==> src/rtl/hsfb_pkg.sv <==
package hsfb_pkg;

  localparam int SLOTS_PER_SF = 3;
  localparam int SLOT_IDX_W   = 2;

  typedef enum logic [1:0] {
    TAG_ACK    = 2'd0,
    TAG_CQI_HI = 2'd1,
    TAG_CQI_LO = 2'd2
  } slot_tag_e;

  typedef logic [SLOT_IDX_W-1:0] slot_idx_t;

endpackage

==> src/rtl/hsfb_slot_seq.sv <==
module hsfb_slot_seq
  import hsfb_pkg::*;
#(
  parameter int SF_PER_FRAME = 5,
  localparam int SFW = (SF_PER_FRAME > 1) ? $clog2(SF_PER_FRAME) : 1
) (
  input  logic           clk,
  input  logic           rst_n,
  input  logic           frame_start,
  input  logic           slot_stb,
  output logic           slot_start,
  output slot_idx_t      slot_idx_n,
  output logic [SFW-1:0] sf_idx_q
);

  localparam slot_idx_t       LAST_SLOT = slot_idx_t'(SLOTS_PER_SF - 1);
  localparam logic [SFW-1:0]  LAST_SF   = SFW'(SF_PER_FRAME - 1);

  logic           synced_q, synced_d;
  slot_idx_t      slot_q, slot_d;
  logic [SFW-1:0] sf_d;

  always_comb begin
    synced_d   = synced_q;
    slot_d     = slot_q;
    sf_d       = sf_idx_q;
    slot_start = 1'b0;
    if (frame_start) begin
      synced_d   = 1'b1;
      slot_d     = '0;
      sf_d       = '0;
      slot_start = 1'b1;
    end else if (slot_stb && synced_q) begin
      slot_start = 1'b1;
      if (slot_q == LAST_SLOT) begin
        slot_d = '0;
        sf_d   = (sf_idx_q == LAST_SF) ? '0 : sf_idx_q + SFW'(1);
      end else begin
        slot_d = slot_q + slot_idx_t'(1);
      end
    end
  end

  always_ff @(posedge clk or negedge rst_n) begin
    if (!rst_n) begin
      synced_q <= 1'b0;
      slot_q   <= '0;
      sf_idx_q <= '0;
    end else begin
      synced_q <= synced_d;
      slot_q   <= slot_d;
      sf_idx_q <= sf_d;
    end
  end

  assign slot_idx_n = slot_d;

endmodule

==> src/rtl/hsfb_field_sel.sv <==
module hsfb_field_sel
  import hsfb_pkg::*;
#(
  parameter int W_NARROW = 10,
  parameter int W_WIDE   = 20
) (
  input  slot_idx_t           slot_idx,
  input  logic                wide,
  input  logic                ack_present,
  input  logic [W_WIDE-1:0]   ack_word,
  input  logic [2*W_WIDE-1:0] cqi_word,
  output logic [W_WIDE-1:0]   bits,
  output slot_tag_e           tag,
  output logic                valid
);

  localparam int PAD = W_WIDE - W_NARROW;

  logic [W_WIDE-1:0] ack_f, hi_f, lo_f;

  generate
    if (PAD > 0) begin : g_pad
      always_comb begin
        ack_f = wide ? ack_word : {{PAD{1'b0}}, ack_word[W_NARROW-1:0]};
        hi_f  = wide ? cqi_word[2*W_WIDE-1:W_WIDE]
                     : {{PAD{1'b0}}, cqi_word[2*W_NARROW-1:W_NARROW]};
        lo_f  = wide ? cqi_word[W_WIDE-1:0]
                     : {{PAD{1'b0}}, cqi_word[W_NARROW-1:0]};
      end
    end else begin : g_same
      always_comb begin
        ack_f = ack_word;
        hi_f  = cqi_word[2*W_WIDE-1:W_WIDE];
        lo_f  = cqi_word[W_WIDE-1:0];
      end
    end
  endgenerate

  always_comb begin
    unique case (slot_idx)
      2'd1: begin
        tag   = TAG_CQI_HI;
        bits  = hi_f;
        valid = 1'b1;
      end
      2'd2: begin
        tag   = TAG_CQI_LO;
        bits  = lo_f;
        valid = 1'b1;
      end
      default: begin
        tag   = TAG_ACK;
        bits  = ack_present ? ack_f : '0;
        valid = ack_present;
      end
    endcase
  end

endmodule

==> src/rtl/hsfb_subframe_mux.sv <==
module hsfb_subframe_mux
  import hsfb_pkg::*;
#(
  parameter int W_NARROW     = 10,
  parameter int W_WIDE       = 20,
  parameter int SF_PER_FRAME = 5
) (
  input  logic                        clk,
  input  logic                        rst_n,
  input  logic                        frame_start,
  input  logic                        slot_stb,
  input  logic                        fmt_sel,
  input  logic                        ack_present,
  input  logic [W_WIDE-1:0]           ack_word,
  input  logic [2*W_WIDE-1:0]         cqi_word,
  output logic [W_WIDE-1:0]           slot_bits,
  output logic [1:0]                  slot_tag,
  output logic                        slot_valid,
  output logic [$clog2(SF_PER_FRAME)-1:0] sf_idx
);

  localparam int SFW = $clog2(SF_PER_FRAME);

  logic                slot_start;
  slot_idx_t           slot_idx_n;
  logic                fmt_q, fmt_eff;
  logic [2*W_WIDE-1:0] cqi_q, cqi_eff;
  logic [W_WIDE-1:0]   bits_n;
  slot_tag_e           tag_n;
  logic                valid_n;

  hsfb_slot_seq #(.SF_PER_FRAME(SF_PER_FRAME)) u_seq (
    .clk        (clk),
    .rst_n      (rst_n),
    .frame_start(frame_start),
    .slot_stb   (slot_stb),
    .slot_start (slot_start),
    .slot_idx_n (slot_idx_n),
    .sf_idx_q   (sf_idx)
  );

  // The format is taken live in slot 0 and then held for the subframe.
  // The CQI word is taken live in slot 1 and then held for slot 2.
  always_comb begin
    fmt_eff = (slot_idx_n == 2'd0) ? fmt_sel  : fmt_q;
    cqi_eff = (slot_idx_n == 2'd1) ? cqi_word : cqi_q;
  end

  hsfb_field_sel #(.W_NARROW(W_NARROW), .W_WIDE(W_WIDE)) u_sel (
    .slot_idx   (slot_idx_n),
    .wide       (fmt_eff),
    .ack_present(ack_present),
    .ack_word   (ack_word),
    .cqi_word   (cqi_eff),
    .bits       (bits_n),
    .tag        (tag_n),
    .valid      (valid_n)
  );

  always_ff @(posedge clk or negedge rst_n) begin
    if (!rst_n) begin
      fmt_q      <= 1'b0;
      cqi_q      <= '0;
      slot_bits  <= '0;
      slot_tag   <= TAG_ACK;
      slot_valid <= 1'b0;
    end else if (slot_start) begin
      fmt_q      <= fmt_eff;
      cqi_q      <= cqi_eff;
      slot_bits  <= bits_n;
      slot_tag   <= tag_n;
      slot_valid <= valid_n;
    end
  end

endmodule

==> config.mk <==
export PLATFORM = sky130hd
export DESIGN_NAME = hsfb_subframe_mux
export DESIGN_NICKNAME = d
export VERILOG_FILES = /design/src/rtl/hsfb_pkg.sv /design/src/rtl/hsfb_slot_seq.sv /design/src/rtl/hsfb_field_sel.sv /design/src/rtl/hsfb_subframe_mux.sv
export SDC_FILE = /design/constraint.sdc
export NUM_CORES = 1
export LEC_CHECK = 0
export ABC_AREA = 1
export BUFFER_PORTS_ARGS = -buffer_cell sky130_fd_sc_hd__buf_2
export CAP_MARGIN = 20
export CORE_MARGIN = 2
export CORE_UTILIZATION = 54
export DETAILED_ROUTE_END_ITERATION = 7
export GPL_ROUTABILITY_DRIVEN = 0
export PLACE_DENSITY = 0.91
export SLEW_MARGIN = 20
export SYNTH_ARGS = -nofsm -noshare
export SYNTH_HDL_FRONTEND = slang
export SYNTH_SLANG_ARGS = --single-unit
export TNS_END_PERCENT = 50
==> constraint.sdc <==
create_clock -name clk -period 3.2 [get_ports clk]
set_input_delay 0.16 -clock clk [delete_from_list [all_inputs] [get_ports clk]]
set_output_delay 0.16 -clock clk [all_outputs]
set_load 0.01 [all_outputs]
==> out/summary.txt <==
status: finished clean
Crit-path slowest cell: dfrtp_1
total number of vias: 3088
ANT cells: 0
All-Layer GR Usage: 27.19%
Inst Count DP: 581
I/O Pins: 92
first-pass GRT wire length: 13250 microns
Lkg Pwr: 2.066 nW
vias per inst: 5.234
Final Skew: 5.556 ps
layout cells sized above 1: 20.38%
Synth top area share: 42.39%
Fin. Hold Viols: 0
slowest cell delay on critical path: 360 ps
Power Dens Cells: 499.5 nW/um^2
Post-DRT Antenna Nets: 0
Max-Cap Viols: 0
post-route setup TNS: 0 ps
total grt overflow: 0
CP arrival: 2610 ps
Synthesis Warnings: 0
post_cts resized: 0
WS Path Type: flop to flop
Setup Viol. Count Final: 0
Post-Syn Area: 2952 sq um
Max clock buf depth: 2
Sink Count: 50
die width: 77.93 microns
Post-CTS Setup Inserts: 0
Tcrit/Tclk final: 75.26%
fin. max-slew vios: 0
cells after synthesis: 439
Min Hold Slack: 120.1 ps
drt pass-1 iters: 5
synth top area cells: dfrtp_1, nand2_1, inv_1
detailed placement HPWL: 5678 microns
cell mode on critical path: inv_1
drt first-iter violations: 277
Crit. End Element: flop
Mean Syn Cell Area: 6.723 sq um
Row Count: 26
Die Ht: 77.93 microns
VDD IR max: 0.3085 mV
Synth Net Count: 510
port bufs: 91
crit-path max FO: 32
Root Driver: clkbuf_8
Tot Pwr: 1.759 mW
number of synthesized register bits: 50
area delta synth->final: 19.29%
RSZ-0062 raised after global routing: false
core area: 5205 sq um
Post-Route Utilization: 67.64%
clk_lat worst skew: 310 ps
sequential share of the synthesized area: 42.39%
clock transition at the registers of the reported paths: 90 ps
Hold Path Class: input pin to flop
largest net degree at the start of global routing: 33
min Tclk post-route: 2408 ps
most frequent cells in the layout: nand2_1, buf_2, inv_1, dfrtp_1, o21ai_0
worst slew pin tran: 708.9 ps
Synth area leader: dfrtp_1
Routed WL: 7797 microns
Final #Nets: 590
initial antenna violation count: 0
commonest non-fill, non-tap cell in the layout: nand2_1
H-tree levels: 2
starting density of the core: 56.71%
DR WL/cell: 13.22 microns
Startpoint Class: flop
die area: 6073 sq um
drt drc: 0
Critical Path, Cell by Cell: nand2_1 > nor2_1 > inv_1 > a21oi_1 > inv_1 > ha_1 > buf_4 > clkinv_1 > nand3_1 > nand2_1 > inv_1 > a21oi_1
count of different cell masters after synthesis: 17
vias in the first global route: 2923
Slew headroom: 52.74%
CTS tree: yes
Num CTS Buffers: 5
fmax: 415.2 MHz
Finished Layout Cells: 590
Critical Path RT: 3400 ps
cell families (layout without fill, tap and decap cells):
family / after synthesis / after routing / share of synthesized area [%]
adders and majority gates: 5 / 5 / 2.120
and+or+nand+nor: 211 / 211 / 28.44
DFF: 50 / 50 / 42.39
AOI/OAI and AO/OA: 71 / 71 / 13.31
buffers and inverters: 102 / 183 / 13.73
state kept, by name, indices dropped and copies added, names as in the netlist:
signal and count:
cqi_q 20, fmt_q 1, slot_bits 20, slot_tag 2, slot_valid 1, u_seq.sf_idx_q 3
u_seq.slot_q 2, u_seq.synced_q 1
area by class of cell:
class / count / area [sq um]
Multi-Input combinational cell: 287 / 1295
Fill cell: 472 / 1684
Timing Repair Buffer: 97 / 503.0
Sequential cell: 50 / 1251
Clock inverter: 1 / 5.005
Clock buffer: 7 / 86.33
Tap cell: 70 / 87.58
Inverter: 78 / 292.8
path summary, 6_finish.rpt:
path | start | endpoint | slack, ps | cells past startpoint
min in group asynchronous | rst_n | cqi_q[18] | 430 | 2
min reg2reg | slot_tag[0] | slot_tag[0] | 480 | 2
max reg2reg | u_seq.synced_q | slot_bits[1] | 790 | 12
max | u_seq.synced_q | slot_bits[1] | 790 | 12
min | frame_start | u_seq.synced_q | 120 | 2
max in group asynchronous | rst_n | cqi_q[1] | 2020 | 3
where the power goes:
group	internal [mW]	switching [mW]	total, mW
sequential	0.747	0.0551	0.802
clock	0.175	0.211	0.386
combinational	0.201	0.370	0.571
total	1.12	0.636	1.76
metrics by stage:
stage | setup WS, ps | area [sq um]
6_report | 791.6 | 3521
5_1_grt | 511.9 | 3521
4_1_cts | 855.7 | 3521
3_5_place_dp | 861.6 | 3420
3_3_place_gp | 1023 | 3420
2_1_floorplan | 1392 | 2952
synthesized netlist by cell type:
library cell  instances
nor2_1               21
nand2_1             154
nand2_2               1
ha_1                  5
inv_1                76
a21oi_1              25
dfrtp_1              50
clkinv_1              1
inv_2                 1
o221ai_1             10
o21ai_0              36
clkbuf_1              9
buf_2                12
buf_4                 2
buf_1                 1
nand3_1              34
or2_2                 1
critical path: cells and delay by family, from the launching register on:
family,cells,cell delay [ps]
AND/OR/NAND/NOR,4,460
AO/OA/AOI/OAI,2,310
adder cells (fa/ha/maj),1,280
buffers and inverters,5,880
flip-flops,1,360
what timing repair did:
| action | 4_1_cts | 5_1_grt |
|---|---|---|
| setup endpoints to repair | 0 | 0 |
| hold buffers | 1 | 0 |
| endpoints found under the hold margin | 30 | 0 |
layer usage:
layer / wire (microns) / vias up / track usage (%)
met5: 0 / - / 0
met1: 3297 / 1402 / 36.14
met3: 725 / 17 / 5.116
met4: 140 / 0 / 8.772
met2: 3634 / 160 / 45.00
li1: - / 1509 / -
No activity file was read; power rests on OpenSTA's default activity.
